--- src/rtl/mdec_pkg.sv ---
package mdec_pkg;

  // Strobes issued by the control FSM to the datapath, all qualified per cycle
  typedef struct packed {
    logic loadSync;   // sync accepted: latch type, clear word accumulators
    logic holdHalf;   // first half of a bit pair sampled
    logic takeBit;    // second half sampled: bit complete and kept
    logic present;    // put previous bit on the serial output
    logic endWord;    // close the output window, judge the word
    logic clearAll;   // abandon word, drop outputs
  } mdecStrobes_t;

endpackage

--- src/rtl/mdec_ctrl.sv ---
module mdec_ctrl
  import mdec_pkg::*;
#(
  parameter int LEN_W    = 5,
  parameter int WORD_MIN = 2,
  parameter int WORD_MAX = 28
) (
  input  logic             clk,
  input  logic             rstN,
  input  logic             halfStb,
  input  logic             decReset,
  input  logic [LEN_W-1:0] wordLen,
  input  logic             syncHit,
  input  logic             bitOk,
  output mdecStrobes_t     strobes
);

  localparam int CNT_W = $clog2(WORD_MAX + 2);
  localparam int LEAD_BITS = 2;  // clean bits needed before output starts

  typedef enum logic [1:0] {HUNT, RECV, TAIL} ctrlState_t;

  ctrlState_t       state, stateNext;
  logic             phase, phaseNext;
  logic [CNT_W-1:0] bitCnt, bitCntNext;
  logic [CNT_W-1:0] kEff;

  // Effective word length, limited to the supported range
  always_comb begin
    if (wordLen < LEN_W'(WORD_MIN))      kEff = CNT_W'(WORD_MIN);
    else if (wordLen > LEN_W'(WORD_MAX)) kEff = CNT_W'(WORD_MAX);
    else                                 kEff = CNT_W'(wordLen);
  end

  always_comb begin
    strobes    = '0;
    stateNext  = state;
    phaseNext  = phase;
    bitCntNext = bitCnt;
    if (decReset) begin
      strobes.clearAll = 1'b1;
      stateNext        = HUNT;
      phaseNext        = 1'b0;
      bitCntNext       = '0;
    end else if (halfStb) begin
      unique case (state)
        HUNT: begin
          if (syncHit) begin
            strobes.loadSync = 1'b1;
            stateNext        = RECV;
            phaseNext        = 1'b0;
            bitCntNext       = '0;
          end
        end
        RECV: begin
          if (!phase) begin
            strobes.holdHalf = 1'b1;
            phaseNext        = 1'b1;
          end else begin
            phaseNext = 1'b0;
            if (!bitOk && (bitCnt < CNT_W'(LEAD_BITS))) begin
              strobes.clearAll = 1'b1;
              stateNext        = HUNT;
            end else begin
              strobes.takeBit = 1'b1;
              strobes.present = (bitCnt != '0);
              bitCntNext      = bitCnt + CNT_W'(1);
              if (bitCnt == kEff) stateNext = TAIL;
            end
          end
        end
        TAIL: begin
          if (!phase) begin
            phaseNext = 1'b1;
          end else begin
            phaseNext       = 1'b0;
            strobes.endWord = 1'b1;
            stateNext       = HUNT;
          end
        end
        default: stateNext = HUNT;
      endcase
    end
  end

  always_ff @(posedge clk or negedge rstN) begin
    if (!rstN) begin
      state  <= HUNT;
      phase  <= 1'b0;
      bitCnt <= '0;
    end else begin
      state  <= stateNext;
      phase  <= phaseNext;
      bitCnt <= bitCntNext;
    end
  end

endmodule

--- src/rtl/mdec_datapath.sv ---
module mdec_datapath
  import mdec_pkg::*;
#(
  parameter int SYNC_RUN = 3
) (
  input  logic         clk,
  input  logic         rstN,
  input  logic         halfStb,
  input  logic         halfLevel,
  input  logic         parityEven,
  input  mdecStrobes_t strobes,
  output logic         syncHit,
  output logic         bitOk,
  output logic         serialData,
  output logic         cmdSync,
  output logic         dataSync,
  output logic         takeData,
  output logic         bitStb,
  output logic         validWord
);

  localparam int HIST_W = 2 * SYNC_RUN;
  localparam int FILL_W = $clog2(HIST_W);
  localparam logic [HIST_W-1:0] CMD_PAT  = {{SYNC_RUN{1'b1}}, {SYNC_RUN{1'b0}}};
  localparam logic [HIST_W-1:0] DATA_PAT = ~CMD_PAT;

  logic [HIST_W-2:0] hist;
  logic [FILL_W-1:0] fill;
  logic [HIST_W-1:0] window;
  logic              fillOk, isCmdHit, isDataHit;
  logic              firstHalf, heldBit, isCmd, parAcc, errSeen;
  logic              parityGood;

  // Sliding window of the last HIST_W half-bit samples, newest in bit 0
  assign window    = {hist, halfLevel};
  assign fillOk    = (fill == FILL_W'(HIST_W - 1));
  assign isCmdHit  = (window == CMD_PAT);
  assign isDataHit = (window == DATA_PAT);
  assign syncHit   = fillOk && (isCmdHit || isDataHit);

  // A bit pair is legal only with a mid-bit transition
  assign bitOk = (firstHalf != halfLevel);

  assign parityGood = parityEven ? !parAcc : parAcc;

  always_ff @(posedge clk or negedge rstN) begin
    if (!rstN) begin
      hist <= '0;
      fill <= '0;
    end else if (halfStb) begin
      hist <= window[HIST_W-2:0];
      if (!fillOk) fill <= fill + FILL_W'(1);
    end
  end

  always_ff @(posedge clk or negedge rstN) begin
    if (!rstN) begin
      firstHalf <= 1'b0;
      heldBit   <= 1'b0;
      isCmd     <= 1'b0;
      parAcc    <= 1'b0;
      errSeen   <= 1'b0;
    end else begin
      if (strobes.loadSync) begin
        isCmd   <= isCmdHit;
        parAcc  <= 1'b0;
        errSeen <= 1'b0;
      end
      if (strobes.holdHalf) firstHalf <= halfLevel;
      if (strobes.takeBit) begin
        heldBit <= firstHalf;
        parAcc  <= parAcc ^ firstHalf;
        if (!bitOk) errSeen <= 1'b1;
      end
    end
  end

  always_ff @(posedge clk or negedge rstN) begin
    if (!rstN) begin
      serialData <= 1'b0;
      cmdSync    <= 1'b0;
      dataSync   <= 1'b0;
      takeData   <= 1'b0;
      bitStb     <= 1'b0;
      validWord  <= 1'b0;
    end else begin
      bitStb    <= strobes.present;
      validWord <= strobes.endWord && parityGood && !errSeen;
      if (strobes.clearAll || strobes.endWord) begin
        serialData <= 1'b0;
        cmdSync    <= 1'b0;
        dataSync   <= 1'b0;
        takeData   <= 1'b0;
      end else if (strobes.present) begin
        serialData <= heldBit;
        cmdSync    <= isCmd;
        dataSync   <= !isCmd;
        takeData   <= 1'b1;
      end
    end
  end

endmodule

--- src/rtl/mdec_decoder.sv ---
module mdec_decoder
  import mdec_pkg::*;
#(
  parameter int LEN_W    = 5,
  parameter int WORD_MIN = 2,
  parameter int WORD_MAX = 28,
  parameter int SYNC_RUN = 3
) (
  input  logic             clk,
  input  logic             rstN,
  input  logic             halfStb,
  input  logic             halfLevel,
  input  logic             decReset,
  input  logic             parityEven,
  input  logic [LEN_W-1:0] wordLen,
  output logic             serialData,
  output logic             cmdSync,
  output logic             dataSync,
  output logic             takeData,
  output logic             bitStb,
  output logic             validWord
);

  mdecStrobes_t strobes;
  logic         syncHit, bitOk;

  mdec_ctrl #(
    .LEN_W(LEN_W), .WORD_MIN(WORD_MIN), .WORD_MAX(WORD_MAX)
  ) ctrl (
    .clk(clk), .rstN(rstN), .halfStb(halfStb), .decReset(decReset),
    .wordLen(wordLen), .syncHit(syncHit), .bitOk(bitOk), .strobes(strobes)
  );

  mdec_datapath #(
    .SYNC_RUN(SYNC_RUN)
  ) dp (
    .clk(clk), .rstN(rstN), .halfStb(halfStb), .halfLevel(halfLevel),
    .parityEven(parityEven), .strobes(strobes), .syncHit(syncHit),
    .bitOk(bitOk), .serialData(serialData), .cmdSync(cmdSync),
    .dataSync(dataSync), .takeData(takeData), .bitStb(bitStb),
    .validWord(validWord)
  );

endmodule

--- config.mk ---
export PLATFORM = sky130hd
export DESIGN_NAME = mdec_decoder
export DESIGN_NICKNAME = d
export VERILOG_FILES = /design/src/rtl/mdec_pkg.sv /design/src/rtl/mdec_ctrl.sv /design/src/rtl/mdec_datapath.sv /design/src/rtl/mdec_decoder.sv
export SDC_FILE = /design/constraint.sdc
export NUM_CORES = 1
export LEC_CHECK = 0
export ABC_AREA = 1
export BUFFER_PORTS_ARGS = -buffer_cell sky130_fd_sc_hd__buf_4
export CORE_UTILIZATION = 49
export CTS_BUF_LIST = sky130_fd_sc_hd__clkbuf_4 sky130_fd_sc_hd__clkbuf_8
export DETAILED_ROUTE_END_ITERATION = 16
export PLACE_DENSITY = 0.79
export SLEW_MARGIN = 5
export SYNTH_ARGS = -nofsm -noshare
export SYNTH_HDL_FRONTEND = slang
export SYNTH_HIERARCHICAL = 1
export SYNTH_SLANG_ARGS = --single-unit
--- constraint.sdc ---
create_clock -name clk -period 2.2 [get_ports clk]
set_clock_uncertainty 0.15 [all_clocks]
set_input_delay 0.22 -clock clk [delete_from_list [all_inputs] [get_ports clk]]
set_output_delay 0.22 -clock clk [all_outputs]
set_load 0.03 [all_outputs]
### After elaboration in Yosys (flattened, before gate mapping)

Cells that the tools add are included.

* register bits after elaboration: 27
* input bits: 11
* output and inout port bits: 6

* $add $sub $neg: 2
* $lt $le $gt $ge: 3
* equality and inequality tests: 12
* multiplexer cells: 48
* bitwise gates (word level): 2
* reduce and logical (&&, ||, !) cells: 22

Operators with widths (count)
* $mux W5: 8
* $mux W1: 26
* $mux W2: 9
* $lt A5 B2 Y1 const B: 2
* $pmux W5 S2: 1
* $reduce_and A5 Y1: 2
* $ne A3 B2 Y1 const B: 3
* $eq A6 B3 Y1 const B: 1
* $eq A6 B6 Y1 const B: 1
* $mux W6: 1
* $pmux W2 S3: 1
* $reduce_bool A2 Y1: 3
* $reduce_bool A3 Y1: 2
* $add A5 B1 Y5 const B: 1
* $eq A5 B5 Y1: 1
* $gt A5 B5 Y1 const B: 1
* $reduce_bool A5 Y1: 1
* $logic_and A1 B1 Y1: 4
* $logic_not A1 Y1: 4
* $ne A4 B2 Y1 const B: 1
* $add A3 B1 Y3 const B: 1
* $eq A3 B3 Y1 const B: 1
* $mux W3: 1
* $ne A3 B3 Y1 const B: 1
* other kinds (11): 12

### Longest topological paths before layout

Gate-level depths: netlist of run 1.

* word-level depth: 11
* mapped depth: 12

### Cells and area by module

The synthesis of run 1 kept the hierarchy.

By module, submodules not included
* mdec_datapath: instances 1, cells each 77, area an instance 803.3 um2
* mdec_ctrl: instances 1, cells each 104, area an instance 772.0 um2

### Worst setup path after synthesis of run 1

No wires, ideal clock.

* kind: flip-flop to flip-flop
* start point: register ctrl.state[1]
* end point: register dp.dataSync
* arrival time: 1693 ps
* data required time: 1923 ps
* setup slack: 230 ps
* cell stages (with the launch flop): 10
* buffers on the path: 0
* period minus slack after synthesis: 1970 ps
* cell sequence: dfrtp_1 inv_1 ha_1 inv_2 nor2_4 nand2_1 a311oi_1 inv_1 nand3_1 o21ai_0

RTL lines
* start, declared: line mdec_ctrl.sv:23 `ctrlState_t state, stateNext;`
* start signal, assigned: line mdec_ctrl.sv:92 `state <= stateNext;`
* end signal, assigned: line mdec_datapath.sv:97 `dataSync <= !isCmd;`
* end, declared: line mdec_datapath.sv:16 `output logic dataSync,`

==> flow_metrics.py, run 1 <==
metrics = {
    "grt": {
        "grt_use_total": 0.182,
        "overflow": 0,
        "antenna_found_initial": 0,
        "grt_pass1_vias": 1177,
        "grt_max_degree": 28,
        "grt_pass1_wl_mm": 4.78,
    },
    "hold_path": {
        "hp-class": "input port to flop",
    },
    "final_layout": {
        "fin_area_um2": 1810,
        "drive_above_1_share": 0.191,
        "antenna_cells": 0,
        "final_util": 0.592,
        "final_cell_count_no_fill": 248,
        "num-nets-final": 224,
        "areaGrowthSynthToFinish_pct": 14.8,
    },
    "setup_path": {
        "start_kind": "flop",
        "crit_type": "flop to flop",
        "r2r_setup_slack_ns": 0.19,
        "rr_endpoint": "dp/serialData",
        "arrival_ns": 2.10,
        "cp_slowest_cell": "dfrtp_1",
        "crit_required_ns": 2.29,
        "startpoint": "ctrl/state[1]",
        "worst_r2r_path_depth": 10,
        "cp_common_cell": "inv_1",
        "endpoint_kind": "flop",
        "critPathMaxFanout": 5,
        "cpPeakStageDelay_ns": 0.41,
        "endpoint": "dp/serialData",
        "path_cells": "inv_1, ha_2, inv_2, nor2_4, nand2_1, a311oi_1, buf_4, inv_1, nand3_1, o21ai_0",
        "r2r_start": "ctrl/state[1]",
    },
    "clocking": {
        "cts_made_buffers": 3,
        "cts_tree": "built",
        "cts-root-buf": "clkbuf_4",
        "postCtsSetupBuffers": 0,
        "clock-sinks": 27,
        "clk-insertion-delay-late_ns": 0.33,
        "htree_levels": 1,
        "clk_pin_slew_ns": 0.15,
        "cts_buffer_depth": 2,
    },
    "synth": {
        "syn_inst": 181,
        "synth_common_cells": "nand2_1, dfrtp_1, inv_1",
        "yosys.cell_count.top_type": "nand2_1",
        "synthTopCellsByArea": "dfrtp_1, nand2_1, ha_1, nand3_1, inv_1",
        "ys.flop_type": "dfrtp_1",
        "synth.top_cell.area_share": 0.429,
        "yosys.cell_types.count": 29,
        "syn_nets": 200,
        "seq_area_frac_synth": 0.429,
        "synth_seq_cells": 27,
        "synth-edff-count": 0,
        "synth_area_per_cell_um2": 8.70,
        "synthesis.area_um2": 1580,
        "async_reset_ff_frac": 1.00,
        "yosysTopAreaCell": "dfrtp_1",
        "ys_warn_count": 6,
    },
    "routing": {
        "vias": 1202,
        "first_pass_iters": 4,
        "routed_wl_mm": 2.70,
        "wl_per_cell_um": 10.9,
        "ant_nets": 0,
        "dr.first_iter.drc_count": 70,
        "drc": 0,
        "via_per_inst": 4.85,
    },
    "place": {
        "place_ws_ns": 0.163,
        "port_buffers": 16,
        "placedCellCount": 240,
        "placed_cell_area_um2": 1740,
        "hpwl_mm": 2.07,
        "gp_congestion": 0.833,
    },
    "die": {
        "core_um2": 3050,
        "fp.dieH_um": 58.7,
        "num_rows": 20,
        "io_pins": 17,
        "die-area_um2": 3450,
        "start_util": 0.516,
        "fp.dieW_um": 58.7,
    },
    "sta": {
        "tightest_slew_ns": 0.451,
        "rsz0062_at_grt": "false",
        "slew_headroom": 0.696,
        "final-setup-viol-count": 0,
        "hold_slack_ns": 0.115,
        "fmax_mhz": 497,
        "min_period_ns": 2.01,
        "fin_crit_sh": 0.914,
        "hold_viol": 0,
        "maxSlewViolCount": 0,
        "tns_ns": 0,
        "fin_ws_ns": 0.189,
    },
    "pwr": {
        "ir_worst_vdd_v": 0.000477,
        "powerDensity_nw_per_um2": 777,
        "p_leak_nw": 0.854,
        "power_mw": 1.41,
    },
    "job": {
        "maxCapViolations": 0,
    },
    "status": {
        "status": "completed",
    },
}
[sequential cells by signal (all words and copies together), names as in the netlist]
name           flops
ctrl/bitCnt        5
dp/hist            5
dp/fill            3
ctrl/state         2
ctrl/phase         1
dp/bitStb          1
dp/cmdSync         1
dp/dataSync        1
dp/errSeen         1
dp/firstHalf       1
dp/heldBit         1
dp/isCmd           1
dp/parAcc          1
dp/serialData      1
dp/takeData        1
dp/validWord       1
[layout by cell type, fill, tap and decap left out, types with 7 or more instances in the layout]
cell / count
nand2_1: 38
buf_4: 17
dfrtp_1: 27
inv_1: 20
nor2_1: 15
o21ai_0: 8
nand3_1: 19
ha_1: 7
[layout make-up]
type	instances	area [um^2]
timing repair buffer	21	168
tap	44	55.1
inverter	23	91.3
clock buffer	3	22.5
fill	300	1240
clock inverter	1	7.51
multi-input combinational	129	788
sequential	27	676
[critical path, delay by kind of cell, from the launching register on]
kind / cells / cell delay (ns)
buf+inv: 4 / 0.47
flops: 1 / 0.41
compound gates: 2 / 0.33
simple gates: 3 / 0.30
fa+ha+maj: 1 / 0.26
[what timing repair did]
action,4_1_cts,5_1_grt
resized for setup,0,1
hold endpoints to repair,30,1
hold buffers,3,1
endpoints found under the setup margin,0,1
[layer usage]
layer | vias to the layer above | wire [um] | global-route usage | share of wire
li1 | 632 | - | - | -
met4 | 0 | 10 | 0.0714 | 0.0037
met3 | 2 | 47 | 0.0264 | 0.017
met1 | 555 | 1360 | 0.232 | 0.50
met2 | 13 | 1280 | 0.312 | 0.47
met5 | - | 0 | 0 | 0
[how the worst min path moves through the flow]
stage	from	endpoint	slack (ns)	depth (start not counted)
6_report	decReset	ctrl/state[0]	0.11	4
5_1_grt	decReset	ctrl/bitCnt[4]	0.13	4
4_1_cts	halfStb	dp/hist[3]	0.005	2
3_5_place_dp	rstN	ctrl/state[0]	0.0007	1
3_3_place_gp	rstN	ctrl/state[0]	-0.004	1
2_1_floorplan	rstN	ctrl/bitCnt[0]	-0.23	0
[cell families (layout without fill, tap and decap cells)]
family / after synthesis / after routing / synth area share
xor+xnor: 8 / 8 / 0.0445
buf+inv: 25 / 48 / 0.0723
fa+ha+maj: 8 / 8 / 0.0635
compound gates: 23 / 23 / 0.101
mux: 3 / 3 / 0.0214
flops: 27 / 27 / 0.429
simple gates: 87 / 87 / 0.268
[power breakdown]
group / leakage [nW] / internal [mW] / total (mW) / switching, mW
registers: 0.352 / 0.592 / 0.673 / 0.0807
clock network: 0.0139 / 0.0696 / 0.221 / 0.151
logic: 0.488 / 0.205 / 0.511 / 0.307
No activity file was read; power rests on OpenSTA's default activity.
==> run 2, diff against run 1 <==
--- a/config.mk
+++ b/config.mk
@@ -10,6 +10,7 @@
 export CORE_UTILIZATION = 49
 export CTS_BUF_LIST = sky130_fd_sc_hd__clkbuf_4 sky130_fd_sc_hd__clkbuf_8
 export DETAILED_ROUTE_END_ITERATION = 16
+export GPL_TIMING_DRIVEN = 0
 export PLACE_DENSITY = 0.79
 export SLEW_MARGIN = 5
 export SYNTH_ARGS = -nofsm -noshare
==> constraint.sdc (replaced) <==
create_clock -name clk -period 2.5 [get_ports clk]
set_clock_uncertainty 0.15 [all_clocks]
set_input_delay 0.25 -clock clk [delete_from_list [all_inputs] [get_ports clk]]
set_output_delay 0.25 -clock clk [all_outputs]
set_load 0.03 [all_outputs]
==> flow_metrics.py, run 2 (synthesized netlist as in run 1, its figures left out) <==
metrics = {
    "routing": {
        "dr.first_iter.drc_count": 45,
        "first_pass_iters": 4,
        "wl_per_cell_um": 10.5,
        "vias": 1186,
        "ant_nets": 0,
        "routed_wl_mm": 2.57,
        "via_per_inst": 4.84,
        "drc": 0,
    },
    "status": {
        "status": "completed",
    },
    "sta": {
        "rsz0062_at_grt": "false",
        "slew_headroom": 0.703,
        "final-setup-viol-count": 0,
        "fmax_mhz": 459,
        "hold_viol": 0,
        "tightest_slew_ns": 0.445,
        "maxSlewViolCount": 0,
        "fin_crit_sh": 0.871,
        "tns_ns": 0,
        "min_period_ns": 2.18,
    },
    "clocking": {
        "cts_buffer_depth": 2,
        "cts_tree": "built",
        "cts_made_buffers": 3,
        "clock-sinks": 27,
        "cts-root-buf": "clkbuf_4",
        "clk-insertion-delay-late_ns": 0.32,
        "postCtsSetupBuffers": 0,
        "htree_levels": 1,
        "clk_pin_slew_ns": 0.15,
    },
    "place": {
        "port_buffers": 15,
        "gp_congestion": 0.811,
        "placedCellCount": 240,
        "hpwl_mm": 1.99,
    },
    "final_layout": {
        "areaGrowthSynthToFinish_pct": 13.6,
        "n_fill_cell": 279,
        "layout_commonest_cell": "nand2_1",
        "largestRegisters": "ctrl/bitCnt: 5 flops, dp/hist: 5 flops, dp/fill: 3 flops",
        "layout_common_cells": "nand2_1, dfrtp_1, inv_1",
        "antenna_cells": 0,
        "drive_above_1_share": 0.194,
        "num-nets-final": 221,
        "final_cell_count_no_fill": 245,
    },
    "die": {
        "core_um2": 3050,
        "fp.dieH_um": 58.7,
        "num_rows": 20,
        "io_pins": 17,
        "fp.dieW_um": 58.7,
        "start_util": 0.516,
        "die-area_um2": 3450,
    },
    "setup_path": {
        "worst_r2r_path_depth": 9,
        "crit_type": "flop to flop",
        "start_kind": "flop",
        "r2r_setup_slack_ns": 0.32,
        "r2r_start": "ctrl/state[1]",
        "endpoint_kind": "flop",
        "critPathMaxFanout": 5,
        "arrival_ns": 2.25,
        "rr_endpoint": "dp/serialData",
        "crit_required_ns": 2.57,
    },
    "grt": {
        "grt_pass1_vias": 1115,
        "grt_max_degree": 28,
        "grt_use_total": 0.179,
        "grt_pass1_wl_mm": 4.73,
        "antenna_found_initial": 0,
        "overflow": 0,
    },
    "pwr": {
        "ir_worst_vdd_v": 0.000279,
        "p_leak_nw": 0.844,
        "powerDensity_nw_per_um2": 692,
    },
    "hold_path": {
        "worstHoldEndpoint": "dp/validWord",
        "hp-class": "input port to flop",
        "min_path_cells": 3,
        "hold_start": "parityEven",
    },
    "job": {
        "maxCapViolations": 0,
    },
}
-- run 2: metal layers --
metal  vias up  GRT usage  wire length, um
met2        19      0.294             1200
met4         0     0.0510               18
met5         -          0                0
li1        630          -                -
met1       535      0.248             1280
met3         2     0.0264               78
-- run 2: worst max-delay path by stage --
stage                         end          start  slack, ns
floorplan             dp/dataSync  ctrl/state[1]       0.53
global placement      dp/dataSync  ctrl/state[1]       0.17
detailed placement  dp/serialData  ctrl/state[1]       0.17
CTS                 dp/serialData  ctrl/state[1]       0.13
global route        dp/serialData  ctrl/state[1]       0.17
finish              dp/serialData  ctrl/state[1]       0.32
-- run 2: stage by stage --
step           worst slack, ns  total power, mW  hold slack, ns  instance area [um^2]   util
2_1_floorplan            0.530            0.945          -0.196                  1580      -
6_report                 0.323             1.24          0.0395                  1790  0.586
3_3_place_gp             0.171             1.03          0.0309                  1740  0.571
5_1_grt                  0.168             1.34          0.0410                  1790  0.586
4_1_cts                  0.128             1.24          0.0353                  1780  0.584
3_5_place_dp             0.170             1.05          0.0294                  1740  0.571
-- run 2: area by class of cell --
| class | count | area (um^2) | area share |
|---|---|---|---|
| multi-input combinational | 129 | 792 | 0.443 |
| sequential | 27 | 676 | 0.378 |
| timing repair buffer | 16 | 123 | 0.0685 |
| inverter | 23 | 91.3 | 0.0510 |
| tap | 44 | 55.1 | 0.0308 |
| clock buffer | 3 | 22.5 | 0.0126 |
| buffer | 2 | 22.5 | 0.0126 |
| clock inverter | 1 | 7.51 | 0.00420 |
-- run 2: critical path, cell delays in order (launching register included) --
cell	delay (ns)
dfrtp_1	0.41
inv_1	0.12
ha_1	0.30
inv_2	0.12
nor2_4	0.14
nand2_1	0.13
a311oi_2	0.40
inv_1	0.14
nand3_1	0.10
o21ai_0	0.08
-- run 2: repair_timing --
action | in CTS | in global routing
hold buffers | 1 | 0
resized for setup | 0 | 1
endpoints found under the hold margin | 27 | 0
endpoints found under the setup margin | 0 | 3
-- run 2: where the power goes --
part	switching [mW]	internal, mW	total [mW]
clock network	0.131	0.0610	0.192
registers	0.0731	0.521	0.594
logic	0.273	0.179	0.452
==> run 3, diff against run 2 <==
--- a/config.mk
+++ b/config.mk
@@ -12,6 +12,7 @@
 export DETAILED_ROUTE_END_ITERATION = 16
 export GPL_TIMING_DRIVEN = 0
 export PLACE_DENSITY = 0.79
+export RECOVER_POWER = 25
 export SLEW_MARGIN = 5
 export SYNTH_ARGS = -nofsm -noshare
 export SYNTH_HDL_FRONTEND = slang
==> constraint.sdc (replaced) <==
create_clock -name clk -period 2.6 [get_ports clk]
set_clock_uncertainty 0.15 [all_clocks]
set_input_delay 0.26 -clock clk [delete_from_list [all_inputs] [get_ports clk]]
set_output_delay 0.26 -clock clk [all_outputs]
set_load 0.03 [all_outputs]
==> flow_metrics.py, run 3 (synthesized netlist as in run 1, its figures left out) <==
metrics = {
    "status": {
        "status": "completed",
    },
    "setup_path": {
        "crit_type": "flop to flop",
        "worst_r2r_path_depth": 9,
        "startpoint": "ctrl/state[1]",
        "rr_endpoint": "dp/serialData",
        "endpoint_kind": "flop",
        "critPathMaxFanout": 5,
        "start_kind": "flop",
        "crit_required_ns": 2.67,
        "r2r_start": "ctrl/state[1]",
        "endpoint": "dp/serialData",
        "arrival_ns": 2.48,
        "r2r_setup_slack_ns": 0.19,
    },
    "routing": {
        "routed_wl_mm": 2.57,
        "via_per_inst": 4.84,
        "vias": 1187,
        "dr.first_iter.drc_count": 28,
        "ant_nets": 0,
        "wl_per_cell_um": 10.5,
        "first_pass_iters": 4,
        "drc": 0,
    },
    "pwr": {
        "p_int_mw": 0.730,
        "powerDensity_nw_per_um2": 666,
        "ir_worst_vdd_v": 0.000268,
        "power_mw": 1.18,
        "power_frac_clock": 0.155,
        "pwr-share-seq": 0.482,
        "p_leak_nw": 0.841,
        "switching_share": 0.384,
        "power.switching_mw": 0.455,
        "comb_power_share": 0.363,
    },
    "final_layout": {
        "antenna_cells": 0,
        "largestRegisters": "ctrl/bitCnt: 5 flops, dp/hist: 5 flops, dp/fill: 3 flops",
        "areaGrowthSynthToFinish_pct": 12.9,
        "layout_common_cells": "nand2_1, dfrtp_1, inv_1",
        "num-nets-final": 221,
        "layout_commonest_cell": "nand2_1",
        "drive_above_1_share": 0.184,
        "final_cell_count_no_fill": 245,
    },
    "sta": {
        "slew_headroom": 0.0700,
        "maxSlewViolCount": 0,
        "fin_crit_sh": 0.928,
        "tightest_slew_ns": 1.40,
        "fmax_mhz": 415,
        "rsz0062_at_grt": "false",
        "tns_ns": 0,
        "min_period_ns": 2.41,
        "final-setup-viol-count": 0,
        "hold_viol": 0,
    },
    "place": {
        "placedCellCount": 240,
        "hpwl_mm": 1.99,
        "gp_congestion": 0.811,
        "port_buffers": 15,
    },
    "clocking": {
        "cts_tree": "built",
        "clk-insertion-delay-late_ns": 0.32,
        "htree_levels": 1,
        "clk_pin_slew_ns": 0.15,
        "cts-root-buf": "clkbuf_4",
        "cts_made_buffers": 3,
        "cts_buffer_depth": 2,
        "clock-sinks": 27,
        "cts_resized": 0,
    },
    "die": {
        "die-area_um2": 3450,
        "start_util": 0.516,
        "fp.dieH_um": 58.7,
        "io_pins": 17,
        "fp.dieW_um": 58.7,
        "num_rows": 20,
        "core_um2": 3050,
    },
    "hold_path": {
        "hp-class": "input port to flop",
    },
    "grt": {
        "antenna_found_initial": 0,
        "grt_max_degree": 28,
        "grt_pass1_vias": 1115,
        "grt_pass1_wl_mm": 4.73,
        "overflow": 0,
        "grt_use_total": 0.179,
    },
    "job": {
        "maxCapViolations": 0,
    },
}
[run 3: timing repair]
action                     4_1_cts  5_1_grt
hold endpoints to repair        27        0
hold buffers                     1        0
setup buffers                    0        0
setup endpoints to repair        0        0
[run 3: critical path, cell delays in order, from the launching register on]
cell      delay [ns]
dfrtp_1         0.41
inv_1           0.12
ha_1            0.30
inv_2           0.12
nor2_4          0.14
nand2_1         0.11
a311oi_1        0.59
inv_1           0.16
nand3_1         0.12
o21ai_0         0.08
[run 3: final cells by class]
cell class                      count  area [um^2]
Clock buffer                        3         22.5
Sequential cell                    27          676
Buffer                              2         22.5
Fill cell                         282         1270
Clock inverter                      1         7.51
Tap cell                           44         55.1
Timing Repair Buffer               16          119
Multi-Input combinational cell    129          786
Inverter                           23         91.3
[run 3: per-layer routing]
layer	routed length [um]	up-vias	GRT usage
met2	1190	19	0.294
met4	22	0	0.0510
met5	0	-	0
li1	-	632	-
met3	66	5	0.0264
met1	1300	531	0.248
[run 3: worst min-delay path by stage]
stage | startpoint | to | slack, ns | cells after the start
6_report | parityEven | dp/validWord | 0.05 | 3
5_1_grt | halfLevel | dp/firstHalf | 0.05 | 2
4_1_cts | parityEven | dp/validWord | 0.05 | 3
3_5_place_dp | rstN | ctrl/state[0] | 0.04 | 1
3_3_place_gp | rstN | ctrl/state[0] | 0.04 | 1
2_1_floorplan | rstN | ctrl/bitCnt[0] | -0.19 | 0
[run 3: metrics by stage]
| stage | setup WS (ns) | utilization | cell area, um^2 | hold slack (ns) |
|---|---|---|---|---|
| after global routing | 0.0236 | 0.583 | 1780 | 0.0510 |
| final | 0.188 | 0.583 | 1780 | 0.0495 |
| after detailed placement | 0.270 | 0.571 | 1740 | 0.0394 |
| after CTS | 0.228 | 0.584 | 1780 | 0.0453 |
| after floorplan | 0.630 | - | 1580 | -0.186 |
| after global placement | 0.271 | 0.571 | 1740 | 0.0409 |
[run 3: power groups by stage]
stage	Sequential [mW]	Clock [mW]	Combinational (mW)
final	0.571	0.184	0.429
after global routing	0.583	0.204	0.498
after CTS	0.573	0.190	0.432
after detailed placement	0.580	0	0.431
after global placement	0.577	0	0.418
after floorplan	0.564	0	0.344
